`src/rtl/zr_pkg.sv`:
```
package zr_pkg;
    localparam int CNT_W     = 3;
    localparam int CNT_MAX   = 7;
    localparam int STEP      = 2;
    localparam int FILL_INIT = 2;
    localparam int ZONE_W    = 2;
    localparam int NZONES    = 4;

    typedef logic [CNT_W-1:0] cnt_t;

    typedef enum logic [ZONE_W-1:0] {
        ZN_NEVER  = 2'd0,
        ZN_LESS   = 2'd1,
        ZN_LIKELY = 2'd2,
        ZN_MOST   = 2'd3
    } zone_e;

    function automatic zone_e zone_of(cnt_t c);
        return zone_e'(c[CNT_W-1 -: ZONE_W]);
    endfunction

    function automatic cnt_t sat_up(cnt_t c);
        if (int'(c) > CNT_MAX - STEP) return cnt_t'(CNT_MAX);
        return cnt_t'(int'(c) + STEP);
    endfunction

    function automatic cnt_t sat_down(cnt_t c);
        if (int'(c) < STEP) return '0;
        return cnt_t'(int'(c) - STEP);
    endfunction
endpackage

```
`src/rtl/zr_op_decode.sv`:
```
module zr_op_decode #(
    parameter int WAYS  = 8,
    localparam int WAY_W = (WAYS > 1) ? $clog2(WAYS) : 1
) (
    input  logic             en,
    input  logic [WAY_W-1:0] way,
    output logic [WAYS-1:0]  onehot
);
    for (genvar i = 0; i < WAYS; i++) begin : g_dec
        assign onehot[i] = en && (way == WAY_W'(i));
    end
endmodule

```
`src/rtl/zr_counter_bank.sv`:
```
module zr_counter_bank
    import zr_pkg::*;
#(
    parameter int WAYS = 8
) (
    input  logic                  clk,
    input  logic                  rst,
    input  logic [WAYS-1:0]       hit_vec,
    input  logic [WAYS-1:0]       fill_vec,
    input  logic [WAYS-1:0]       inv_vec,
    input  logic                  tick,
    output cnt_t [WAYS-1:0]       cnt,
    output logic [WAYS-1:0]       vld
);
    for (genvar i = 0; i < WAYS; i++) begin : g_way
        cnt_t aged, nxt;

        always_comb begin
            aged = tick ? sat_down(cnt[i]) : cnt[i];
            nxt  = hit_vec[i] ? sat_up(aged) : aged;
        end

        always_ff @(posedge clk) begin
            if (rst) begin
                cnt[i] <= '0;
                vld[i] <= 1'b0;
            end else if (inv_vec[i]) begin
                cnt[i] <= '0;
                vld[i] <= 1'b0;
            end else if (fill_vec[i]) begin
                cnt[i] <= cnt_t'(FILL_INIT);
                vld[i] <= 1'b1;
            end else if (vld[i]) begin
                cnt[i] <= nxt;
            end
        end

        assert_inv_zero_R7: assert property (@(posedge clk) disable iff (rst)
            !vld[i] |-> (cnt[i] == '0));

        assert_fill_init_R2: assert property (@(posedge clk) disable iff (rst)
            (fill_vec[i] && !inv_vec[i]) |=> (vld[i] && cnt[i] == 3'd2));

        assert_hit_step_R4: assert property (@(posedge clk) disable iff (rst)
            (vld[i] && hit_vec[i] && !tick && !fill_vec[i] && !inv_vec[i]) |=>
            (cnt[i] == (($past(cnt[i]) >= 3'd6) ? 3'd7 : $past(cnt[i]) + 3'd2)));

        assert_tick_step_R5: assert property (@(posedge clk) disable iff (rst)
            (vld[i] && tick && !hit_vec[i] && !fill_vec[i] && !inv_vec[i]) |=>
            (cnt[i] == (($past(cnt[i]) < 3'd2) ? 3'd0 : $past(cnt[i]) - 3'd2)));

        assert_tick_then_hit_R6: assert property (@(posedge clk) disable iff (rst)
            (vld[i] && tick && hit_vec[i] && !fill_vec[i] && !inv_vec[i]) |=>
            (cnt[i] == (($past(cnt[i]) < 3'd2) ? 3'd2 : $past(cnt[i]))));
    end
endmodule

```
`src/rtl/zr_victim_sel.sv`:
```
module zr_victim_sel
    import zr_pkg::*;
#(
    parameter int WAYS  = 8,
    localparam int WAY_W = (WAYS > 1) ? $clog2(WAYS) : 1
) (
    input  cnt_t [WAYS-1:0]  cnt,
    input  logic [WAYS-1:0]  vld,
    output logic [WAY_W-1:0] victim
);
    logic found;

    always_comb begin
        found  = 1'b0;
        victim = '0;
        for (int i = 0; i < WAYS; i++) begin
            if (!found && !vld[i]) begin
                victim = WAY_W'(i);
                found  = 1'b1;
            end
        end
        for (int z = 0; z < NZONES; z++) begin
            for (int i = 0; i < WAYS; i++) begin
                if (!found && vld[i] && int'(zone_of(cnt[i])) == z) begin
                    victim = WAY_W'(i);
                    found  = 1'b1;
                end
            end
        end
    end
endmodule

```
`src/rtl/zr_repl_ctrl.sv`:
```
module zr_repl_ctrl
    import zr_pkg::*;
#(
    parameter int WAYS  = 8,
    localparam int WAY_W = (WAYS > 1) ? $clog2(WAYS) : 1
) (
    input  logic             clk,
    input  logic             rst,
    input  logic             hit_en,
    input  logic [WAY_W-1:0] hit_way,
    input  logic             fill_en,
    input  logic [WAY_W-1:0] fill_way,
    input  logic             inv_en,
    input  logic [WAY_W-1:0] inv_way,
    input  logic             demote_tick,
    output logic [WAY_W-1:0] victim_way,
    output logic             victim_valid
);
    logic [WAYS-1:0] hit_vec, fill_vec, inv_vec, vld;
    cnt_t [WAYS-1:0] cnt;

    zr_op_decode #(.WAYS(WAYS)) u_dec_hit  (.en(hit_en),  .way(hit_way),  .onehot(hit_vec));
    zr_op_decode #(.WAYS(WAYS)) u_dec_fill (.en(fill_en), .way(fill_way), .onehot(fill_vec));
    zr_op_decode #(.WAYS(WAYS)) u_dec_inv  (.en(inv_en),  .way(inv_way),  .onehot(inv_vec));

    zr_counter_bank #(.WAYS(WAYS)) u_bank (
        .clk(clk), .rst(rst), .hit_vec(hit_vec), .fill_vec(fill_vec),
        .inv_vec(inv_vec), .tick(demote_tick), .cnt(cnt), .vld(vld)
    );

    zr_victim_sel #(.WAYS(WAYS)) u_sel (.cnt(cnt), .vld(vld), .victim(victim_way));

    assign victim_valid = !rst;

    // Checker logic: no valid way ranks strictly below the victim, nor ties at a lower index.
    logic rank_ok;
    always_comb begin
        rank_ok = 1'b1;
        for (int i = 0; i < WAYS; i++) begin
            if (cnt[i][CNT_W-1:1] < cnt[victim_way][CNT_W-1:1]) rank_ok = 1'b0;
            if (WAY_W'(i) < victim_way && cnt[i][CNT_W-1:1] == cnt[victim_way][CNT_W-1:1])
                rank_ok = 1'b0;
        end
    end

    assert_empty_first_R2: assert property (@(posedge clk) disable iff (rst)
        (!(&vld)) |-> !vld[victim_way]);

    assert_lowest_zone_R3: assert property (@(posedge clk) disable iff (rst)
        (&vld) |-> rank_ok);
endmodule

```
`config.mk`:
```
export PLATFORM = sky130hd
export DESIGN_NAME = zr_repl_ctrl
export DESIGN_NICKNAME = d
export VERILOG_FILES = /design/src/rtl/zr_pkg.sv /design/src/rtl/zr_op_decode.sv /design/src/rtl/zr_counter_bank.sv /design/src/rtl/zr_victim_sel.sv /design/src/rtl/zr_repl_ctrl.sv
export SDC_FILE = /design/constraint.sdc
export NUM_CORES = 1
export LEC_CHECK = 0
export ABC_AREA = 1
export BUFFER_PORTS_ARGS = -buffer_cell sky130_fd_sc_hd__buf_4
export CAP_MARGIN = 10
export CORE_MARGIN = 4
export CORE_UTILIZATION = 30
export CTS_CLUSTER_DIAMETER = 60
export DETAILED_ROUTE_END_ITERATION = 12
export GPL_ROUTABILITY_DRIVEN = 1
export GPL_TIMING_DRIVEN = 0
export HOLD_SLACK_MARGIN = 0.06
export SYNTH_ARGS = -nofsm -noshare
export SYNTH_HDL_FRONTEND = slang
export SYNTH_SLANG_ARGS = --single-unit
```
`constraint.sdc`:
```
create_clock -name clk -period 3.5 [get_ports clk]
set_input_delay 0.35 -clock clk [delete_from_list [all_inputs] [get_ports clk]]
set_output_delay 0.35 -clock clk [all_outputs]
set_load 0.01 [all_outputs]
```
==> summary.md, run 1 <==
Yosys mapped a number of flops with a built-in enable equal to 0. Number of search-and-repair iterations in the first detailed-routing pass: 5. Clock-pin slew was measured on the worst setup and hold paths at 0.08 ns. The initialized floorplan defines 35 standard-cell rows.

The number of nets in the synthesized netlist is 520. The worst hold path belongs to the class primary input to flip-flop. For the pin with the worst max-slew slack, the measured transition is 0.543 ns. Cells with a size suffix above 1 make up 11.0% of the layout.

TritonCTS built the clock tree. The setup violation total in the final timing report is 0. The startpoint of the tightest hold check path was fill_way[2]. The number of different library cells used by synthesis comes to 36.

The detail route stage leaves a number of antenna-violating nets equal to 0. Measured against its own limit, the worst slew margin works out to 63.8%. Summing over every cut layer, the via total after detailed routing is 3,205.

Once the floorplan was initialized, standard cells occupied 31.3% of the core. Dividing the detail-routed wire length by the instance count gives 13.1 microns. Capture instance of the worst register-to-register path: u_bank.cnt[23]. The synthesis-to-finish area growth was 16.1%; the final routed DRC violation total was 0. The logs give 3.15 ns for the data required time of the worst path and 9420 sq um for the core area.

The post-cts hold buffer count was 0. During synthesis, Yosys emitted a total of 0 warnings. After detailed routing, the number of vias per cell comes to 4.95. After synthesis, the most frequently instantiated cells are 100 x sky130_fd_sc_hd__inv_1, 94 x sky130_fd_sc_hd__nor2_1, 59 x sky130_fd_sc_hd__nand2_1. The register-to-register setup slack is 1.64 ns, and the total power density per cell area is 243 nW/um^2. The net count of the finished layout is 548. Capture endpoint of the worst hold path: u_bank.vld[0]. Wires add up to 8460 microns. The DRC violation total after the first TritonRoute iteration came out at 226.

The die is 107 microns wide. Global routing used 14.9% of the available tracks. The share of synthesized flip-flops with an asynchronous set or reset is 0%, and the number of diodes is 0.

The run finished with clean final reports. During placement, the flow inserted port buffers numbering 16. The number of CTS-inserted buffers was 5; the global placer's final weighted congestion was 0.912. STA classifies the critical path endpoint as a primary output. The tools report the cell at the root of the clock tree as sky130_fd_sc_hd__clkbuf_8. The floorplan step defined a die boundary enclosing 11,500 sq um. The setup clock skew after layout came out at 0.00272 ns. The placed standard-cell area was 3230 sq um. The tools report the post-layout utilization of the core as 36.3%. The maximum buffer depth of the clock tree was 2; the fraction of post-synthesis cell area in the top cell type by area was 21.7%.

The largest total area in the synthesized netlist belongs to sky130_fd_sc_hd__dfxtp_1. Subtracting the final worst setup slack from the clock period gives 3.39 ns. Setup repair after global routing could not meet its margin everywhere.

The mean cell area of the mapped netlist was 6.03 sq um. Startpoint of the most critical setup path: u_bank.vld[2]. The number of clock sinks seen by CTS came out at 32. For the via count of the first global-routing pass, the log shows 2,898. The y dimension of the die is 107 microns.

The type of the worst setup path was flip-flop to primary output. The sequential fraction of the synthesis area is 21.7%, and the achievable clock frequency is 295 MHz. Pin placement for this block handled 19 I/O pins.

Wire length of the first global-routing pass: 13,600 microns. Overall overflow remaining after global route: 0. Number of slew-limit violations in the final report: 0. The number of register bits inferred by synthesis works out to 32. Summed over all cells, the static leakage comes to 1.47 nW.

Entering global routing, the biggest net connects 11 pins. The final instance area came out at 3420 sq um. Sorting the synthesized cells by area gives the leading types as sky130_fd_sc_hd__dfxtp_1 22%, sky130_fd_sc_hd__inv_1 13%, sky130_fd_sc_hd__nor2_1 12%, sky130_fd_sc_hd__a21oi_1 8.8%, sky130_fd_sc_hd__nand2_1 7.5%. For the worst-skew pair, the clock arrives at the later sink with an insertion delay of 0.28 ns. After layout, the design draws a total of 832 uW.

Measured in cells, the most critical reg-to-reg path has a length of 10. The cell count after synthesis came out at 489. Of the available clock period, the critical path in the final layout requires 96.8%.

The element type at the critical path start is a flip-flop. After legalization and detailed placement, the total HPWL measured 6960 microns. The cell area that synthesis handed to floorplanning was 2950 sq um. The worst-case IR drop observed on VDD is 0.126 mV. The logs give 0 for the initial antenna violation count and 2 for the number of levels the H-tree was split into. In this run the worst path has a maximum fanout of 8. For this run, the leading register cell type out of synthesis is sky130_fd_sc_hd__dfxtp_1.

Max-cap violations in this run came to 0. The arrival time at the worst endpoint was 3.04 ns. In this run the critical register-to-register path is launched from u_bank.cnt[23]. The count of endpoints failing hold in the final timing report is 0. Counting instances, the worst hold path has a depth of 4. The leading cell type by number of instances after synthesis is sky130_fd_sc_hd__inv_1.
[worst max path at each step]
stage / end / cells after the start / slack, ns
after global placement: victim_way[1] / 20 / 0.41
after detailed placement: victim_way[1] / 20 / 0.41
after global routing: victim_way[2] / 20 / -0.09
after floorplan: victim_way[1] / 19 / 0.94
final: victim_way[2] / 21 / 0.11
after CTS: victim_way[1] / 20 / 0.08
[placed cells by master (no fill, tap or decap), drive strengths merged, types with 2 or more instances in the layout]
master,Yosys,final
ha,16,16
o31ai,5,5
clkbuf,6,12
o21bai,8,8
nor2,101,101
nor3,9,9
o2111ai,5,5
buf,1,23
o21ai,23,23
nand2,61,61
a21oi,52,52
a221oi,5,5
dfxtp,32,32
nand3,17,17
a31oi,12,12
clkinv,4,3
inv,101,102
o211ai,3,3
a311oi,2,2
o311ai,2,2
a21boi,3,3
nand4,15,15
[final cells by class]
| type | count | area, sq um |
|---|---|---|
| Inverter | 105 | 394 |
| Tap cell | 129 | 161 |
| Buffer | 6 | 30.0 |
| Fill cell | 1015 | 5990 |
| Multi-Input combinational cell | 345 | 1920 |
| Clock buffer | 7 | 86.3 |
| Sequential cell | 32 | 651 |
| Clock inverter | 1 | 7.51 |
| Timing Repair Buffer | 22 | 173 |
[state kept, by name, indices dropped and copies added (netlist names)]
signal      flops
u_bank.cnt     24
u_bank.vld      8
[per-layer routing]
metal	vias to the layer above	GRT usage [%]	part of all wire, %
met1	1444	19.7	47
met2	71	25.2	47
met4	0	3.84	1.1
li1	1678	-	-
met5	-	0	0
met3	12	2.05	4.2
[report_power, final]
part / leakage [nW] / switching, mW / internal, mW / total [mW]
clock network: 0.0445 / 0.154 / 0.160 / 0.314
registers: 0.262 / 0.0143 / 0.374 / 0.389
logic: 1.17 / 0.0887 / 0.0413 / 0.130
total: 1.47 / 0.257 / 0.576 / 0.832
[critical path, cell delays in order, from the launching register on]
cell and delay [ns]:
sky130_fd_sc_hd__dfxtp_2 0.33, sky130_fd_sc_hd__buf_6 0.13, sky130_fd_sc_hd__nand2_4 0.06, sky130_fd_sc_hd__nor2_4 0.12
sky130_fd_sc_hd__nand4_4 0.11, sky130_fd_sc_hd__nor2_4 0.18, sky130_fd_sc_hd__buf_6 0.12, sky130_fd_sc_hd__nand4_4 0.09
sky130_fd_sc_hd__nor2_4 0.16, sky130_fd_sc_hd__nand4_4 0.10, sky130_fd_sc_hd__nor2_2 0.11, sky130_fd_sc_hd__nand4_1 0.12
sky130_fd_sc_hd__nor2_2 0.18, sky130_fd_sc_hd__nand4_1 0.12, sky130_fd_sc_hd__nor2_1 0.13, sky130_fd_sc_hd__nand4_2 0.12
sky130_fd_sc_hd__nor2_4 0.15, sky130_fd_sc_hd__nand3_2 0.09, sky130_fd_sc_hd__nor2_2 0.10, sky130_fd_sc_hd__nand2_2 0.06
sky130_fd_sc_hd__nand2_1 0.09, sky130_fd_sc_hd__buf_6 0.10
[cell families after synthesis]
group | share of synthesized area (%)
adders and majority gates | 6.79
and+or+nand+nor | 32.0
buffers and inverters | 14.3
DFF | 21.7
AOI/OAI and AO/OA | 25.2
[per-stage QoR]
step	hold WS (ns)	std cells	TNS, ns	worst slack (ns)
after floorplan	0.439	489	0	0.935
after global placement	0.448	634	0	0.409
after detailed placement	0.453	634	0	0.414
after CTS	0.409	642	0	0.0794
after global routing	0.423	647	-0.186	-0.0934
final	0.395	647	0	0.113
[repair_timing]
action	CTS	global route
endpoints found under the setup margin	0	3
buffers inserted	0	6
gates resized for setup	0	21
Note: power is estimated with default switching activity, not from simulation.
==> run 2: changes to the inputs <==
--- a/config.mk
+++ b/config.mk
@@ -17,4 +17,5 @@
 export HOLD_SLACK_MARGIN = 0.06
 export SYNTH_ARGS = -nofsm -noshare
 export SYNTH_HDL_FRONTEND = slang
+export SYNTH_HIERARCHICAL = 1
 export SYNTH_SLANG_ARGS = --single-unit
==> summary.md, run 2 <==
TritonCTS built the clock tree. Setup slack on the critical path of the routed design comes to 0.214 ns. In this run the power density over the cells is 206 nW/um^2. 0 antenna diodes ended up in the layout. In the layout the commonest cells are 99 x sky130_fd_sc_hd__nand2_1, 83 x sky130_fd_sc_hd__inv_1, 70 x sky130_fd_sc_hd__nor2_1, 34 x sky130_fd_sc_hd__nand3_1, 25 x sky130_fd_sc_hd__buf_4. Most used routing layer: met2. The global placer's final weighted congestion came out at 0.870. The via count of the first global-routing pass is 2,424, and the synthesis-to-finish area growth is 16.3%.

Clock-pin slew was measured on the worst setup and hold paths at 0.09 ns. The routed layout has 2,643 vias. Max-cap violations in this run came to 0. The transition time of the tightest slew-check pin was 0.397 ns; the minimum clock period was 3.29 ns. Data arrives at the worst endpoint at 2.94 ns.

Walking the worst path, the cells encountered are nand4_4 > nor2_2 > nand4_2 > nor2_4 > nand4_4 > nor2_4 > nand4_1 > nor2_2 > nand4_1 > nor2_2 > nand4_1 > nor2_4 > o2111ai_2 > nand2_1 > buf_4. Each instance of the synthesized netlist takes up on average 5.68 sq um. The slowest stage cell on the critical path was sky130_fd_sc_hd__dfxtp_1.

The number of fillers in the final layout is 886, and the met2 global-route usage is 23.5%. Register bank with the most flops: u_bank/cnt. The number of flip-flops in the largest register came out at 16. Entering global routing, the biggest net connects 13 pins. The routing usage on met1 was 17.6%.

For flop-to-flop paths, the worst setup slack is 2.35 ns. For the count of endpoints failing hold in the final timing report, the log shows 0. The cell at the root of the clock tree is sky130_fd_sc_hd__clkbuf_8.

The run gives 0 as the overall overflow remaining after global route. Number of clock sinks seen by CTS: 24. The minimum setup slack after placement was 0.394 ns. Startpoint of the most critical setup path: u_bank/vld[4]. The run gives 19 as the number of top-level pins. For the worst-skew pair, the clock arrives at the later sink with an insertion delay of 0.26 ns. The critical path endpoint category is a primary output. Worst reg2reg path startpoint: u_bank/cnt[16].

The core region is 7770 sq um. The element type at the critical path start is a flip-flop. The Yosys step of the flow raised 6 warnings. The initialized floorplan defines 32 standard-cell rows.

Detailed placement finished with a half-perimeter wire length of 5550 microns. The worst hold path belongs to the class primary input to flip-flop. Dividing the detail-routed wire length by the instance count gives 12.0 microns. The worst-path maximum fanout came out at 9. The startpoint of the tightest hold check path was rst.

Number of levels the H-tree was split into: 1. The initial antenna violation count was 0. The run gives 6630 microns as the sum of routed wire length over all layers. Global routing consumed, on the met3 layer, 2.94% of the routing resources. The final antenna-violating net count was 0. During placement, the flow inserted port buffers numbering 18.

Of the cells placed in the final design, the portion with a size suffix greater than 1 is 15.3%. Summed over all cells, the static leakage comes to 1.15 nW. For the area of the die, the log shows 9530 sq um. Synthesis produced 424 cells. The maximum buffer depth of the clock tree is 2. Leaving out fill and tap cells, the most frequent cell in the layout is sky130_fd_sc_hd__nand2_1. Power comes to 576 uW. The flow ran to the end, and the final reports show no timing, DRC or antenna violations. Counting every net in the synthesized netlist gives 439. The x dimension of the die was 97.6 microns. The first global-routing pass estimated 11,000 microns of wire. The largest registers in the layout are u_bank/cnt: 16 flops, u_bank/vld: 8 flops. Static timing analysis puts the maximum clock frequency at 304 MHz. On the worst path, the slowest cell contributes a delay of 0.58 ns. IR analysis of the VDD net gives a maximum drop of 0.153 mV.

The first detailed-routing pass ran for 4 iterations. Y dimension of the die: 97.6 microns. For the worst setup path, the data required time is 3.15 ns. The post-route clock period utilization is 93.9%. The initial utilization of the core area, before any placement, comes to 31.0%. The per-cell via count in the routed design is 4.79. For the number of CTS-inserted buffers, the log shows 3.

For this run, design rule violations remaining after detail routing come to 0. The logs give 0.00129 ns for the setup clock skew after layout and 2410 sq um for the post-synthesis instance area. The overall routing resource usage was 13.9%; the final layout net count was 467. The DRC violation total after the first TritonRoute iteration is 155, and the number of slew-limit violations in the final report is 0. The tightest slew margin relative to the limit is 73.4%. Setup violations remaining at the end of the flow were counted as 0.

Adding up every negative setup slack in the final design gives 0 ns. The critical path is of the flip-flop to primary output type. Cells fill 36.1% of the core in the end.
## run 2: worst paths after layout
check,end,cells past startpoint
max,victim_way[1],15
min,u_bank/cnt[22],4
max reg2reg,u_bank/cnt[16],6
min reg2reg,u_bank/cnt[17],2
## run 2: power by group
| group | switching, mW | internal, mW |
|---|---|---|
| combinational | 0.0721 | 0.0424 |
| sequential | 0.0169 | 0.279 |
| clock | 0.0890 | 0.0769 |
| total | 0.178 | 0.398 |
## run 2: what timing repair did
item	4_1_cts	5_1_grt
setup buffers	0	5
hold buffers	0	0
setup endpoints to repair	0	3
gates resized for setup	0	15
## run 2: through the flow
step | instances | hold slack [ns] | cell area (sq um)
floorplan | 424 | 0.488 | 2410
global placement | 544 | 0.523 | 2670
detailed placement | 544 | 0.526 | 2670
CTS | 547 | 0.429 | 2710
global route | 552 | 0.454 | 2800
finish | 552 | 0.423 | 2800
## run 2: cell type report
| class | count | area [sq um] | area share (%) |
|---|---|---|---|
| plain buffers | 3 | 26.3 | 0.938 |
| clock buffers | 3 | 41.3 | 1.47 |
| inverters | 89 | 334 | 11.9 |
| multi-input cells | 308 | 1600 | 57.2 |
| flip-flops and latches | 24 | 495 | 17.7 |
| well taps | 102 | 128 | 4.56 |
| repair buffers | 23 | 173 | 6.17 |
## run 2: routing by layer
layer	up-vias	part of all wire [%]
li1	1403	-
met1	1178	47
met2	54	46
met3	8	5.4
met4	0	1.7
met5	-	0
## run 2: critical path, delay by kind of cell (launching register included)
| family | cells | cell delay (ns) |
|---|---|---|
| buf+inv | 1 | 0.11 |
| flops | 1 | 0.58 |
| compound gates | 1 | 0.15 |
| simple gates | 13 | 1.81 |
==> run 3: changes to the inputs <==
==> constraint.sdc (replaced) <==
create_clock -name clk -period 3.45 [get_ports clk]
set_input_delay 0.345 -clock clk [delete_from_list [all_inputs] [get_ports clk]]
set_output_delay 0.345 -clock clk [all_outputs]
set_load 0.01 [all_outputs]
==> summary.md, run 3 (synthesis results as in run 2) <==
Setup repair after global routing could not meet its margin everywhere. Clock tree synthesis found a total of 24 sinks. Counting the fill cells in the layout gives 883. The initial antenna violation count was 0; the wire length of the first global-routing pass was 11,000 microns. The worst-path maximum fanout came out at 7.

For the setup clock skew after layout, the log shows 0.00129 ns. The die is 97.6 microns tall. In this design, the critical path's most frequently occurring cell is sky130_fd_sc_hd__nor2_4. The clock reaches the later pin of the worst-skew pair after 0.26 ns. TritonCTS created 3 clock buffers. Once routing completed, OpenROAD measured the worst setup slack at 0.161 ns. Clock-pin slew was measured on the worst setup and hold paths at 0.09 ns.

For this block, the initial DRC count from the detailed router was 117. The area of the die was 9530 sq um; the arrival time at the worst endpoint was 2.94 ns. For this design the ratio of total power to cell area is 208 nW/um^2. Before antenna repair, the detailed router went through 4 iterations. The worst setup path is launched from a flip-flop. Of the available clock period, the critical path in the final layout requires 95.3%. Of the cells placed in the final design, the portion with a size suffix greater than 1 is 15.7%. The number of violations of the max-capacitance limit is 0, and the pin count of the biggest net entering global routing is 13. The synthesis-to-finish area growth was 16.8%; the tightest slew margin relative to the limit was 72.4%. Timing would allow up to 304 MHz. In the global route stage, overall resource usage came out at 13.9%.

The minimum setup slack after placement was 0.349 ns. The slowest stage cell on the critical path is sky130_fd_sc_hd__dfxtp_4. The tools report the count of endpoints failing hold in the final timing report as 0.

The tree is rooted in a sky130_fd_sc_hd__clkbuf_8. The number of top-level pins was 19; the final layout net count was 468. The final antenna-violating net count is 0.

For the worst setup path, the data required time is 3.11 ns. For the sum of routed wire length over all layers, the log shows 6630 microns. The number of placed instances, taps included, is 544. For the final routed database, the setup TNS stands at 0 ns.

The non-filler instance count after layout was 553; the wire length per cell after detailed routing was 12.0 microns. The flow ran to the end, and the final reports show no timing, DRC or antenna violations. The min-delay analysis places its worst path in the category primary input to flip-flop. Total half-perimeter wirelength after legalization and detailed placement: 5550 microns. For the global placer's final weighted congestion, the log shows 0.870. Buffers placed on the I/O ports in this run total 18. Cells fill 36.2% of the core in the end. The commonest non-fill, non-tap cell in the layout was sky130_fd_sc_hd__nand2_1. The tools report the via count of the first global-routing pass as 2,424. Summing all flip-flop and latch instances after layout gives 497 sq um. The run gives 0 as the final routed DRC violation total.

The logs give 0 for the number of slew-limit violations in the final report and 1600 sq um for the area used by multi-input combinational logic. The top cell types in the final layout, fill and taps aside, are 99 x sky130_fd_sc_hd__nand2_1, 83 x sky130_fd_sc_hd__inv_1, 70 x sky130_fd_sc_hd__nor2_1, 34 x sky130_fd_sc_hd__nand3_1, 25 x sky130_fd_sc_hd__buf_4. Counting flops per register, the top entry is u_bank/cnt.

For the pin with the worst max-slew slack, the measured transition is 0.413 ns. The maximum buffer depth of the clock tree is 2, and the maximum vdd drop is 0.155 mV. The register with the most flip-flops in the layout has 16 of them. In this run the cell area measured after placement is 2670 sq um.

The per-cell via count in the routed design works out to 4.80. Setup violations remaining at the end of the flow were counted as 0. Walking the worst path, the cells encountered are nand2_4 > nor2_4 > nand4_4 > nor2_2 > nand4_2 > nor2_4 > nand4_4 > nor2_4 > nand4_1 > nor2_2 > nand4_1 > nor2_2 > nand4_1 > nor2_4 > o2111ai_2 > nand2_1 > buf_4. The tools report the critical path endpoint category as a primary output. The region available for standard cell placement spans 7770 sq um. Once layout is done, the placed cells without fillers occupy 2810 sq um. The analysis attributes to cell leakage a power of 1.16 nW. Minimum clock period: 3.29 ns. The x dimension of the die was 97.6 microns; the highest cell delay on the worst timing path was 0.40 ns. Number of levels the H-tree was split into: 1. The worst setup path is of the flip-flop to primary output kind. After global routing the overflow that remains totals 0.

In this run the core area contains 32 standard-cell rows. The run gives 0 as the number of diodes. The largest registers in the layout are u_bank/cnt: 16 flops, u_bank/vld: 8 flops. The detailed-route via count was 2,653; the initial core utilization was 31.0%.

TritonCTS built the clock tree.
## run 3: cell count changes in the layout (fill, tap and decap cells not counted), sizes merged
cell,before,now
buf,26,27
## run 3: power by group
group / switching (mW) / internal, mW
combinational: 0.0731 / 0.0432
sequential: 0.0171 / 0.283
clock: 0.0902 / 0.0780
total: 0.180 / 0.404
## run 3: layout make-up
cell class              instances  share of cell area [%]
plain buffers                   3                   0.934
clock buffers                   3                    1.47
inverters                      89                    11.9
multi-input cells             308                    57.0
flip-flops and latches         24                    17.7
well taps                     102                    4.54
repair buffers                 24                    6.54
## run 3: what timing repair did
item	CTS	global route
setup endpoints to repair	0	3
gates resized for setup	0	17
hold buffers	0	0
buffers inserted	0	6
## run 3: worst paths after layout
path              slack, ns      startpoint              to  cells after the start
setup / recovery       0.16   u_bank/vld[2]   victim_way[1]                     17
hold / removal         0.42             rst  u_bank/cnt[22]                      4
setup reg to reg       2.32  u_bank/cnt[16]  u_bank/cnt[16]                      6
hold reg to reg        0.55  u_bank/cnt[17]  u_bank/cnt[17]                      2
## run 3: metal layers
| metal | up-vias | global-route usage, % | wire length, microns |
|---|---|---|---|
| li1 | 1408 | - | - |
| met1 | 1178 | 17.6 | 3100 |
| met2 | 55 | 23.5 | 3000 |
| met3 | 12 | 2.94 | 389 |
| met4 | 0 | 4.05 | 143 |
| met5 | - | 0 | 0 |
## run 3: metrics by stage
step / hold slack [ns] / power (mW)
detailed placement: 0.526 / 0.422
floorplan: 0.488 / 0.381
CTS: 0.424 / 0.587
global route: 0.449 / 0.616
global placement: 0.523 / 0.420
finish: 0.418 / 0.584
## run 3: critical path: cells and delay by family (launching register included)
kind | cells | cell delay (ns)
buffers and inverters | 1 | 0.11
AO/OA/AOI/OAI | 1 | 0.15
AND/OR/NAND/NOR | 15 | 2.02
flip-flops | 1 | 0.40
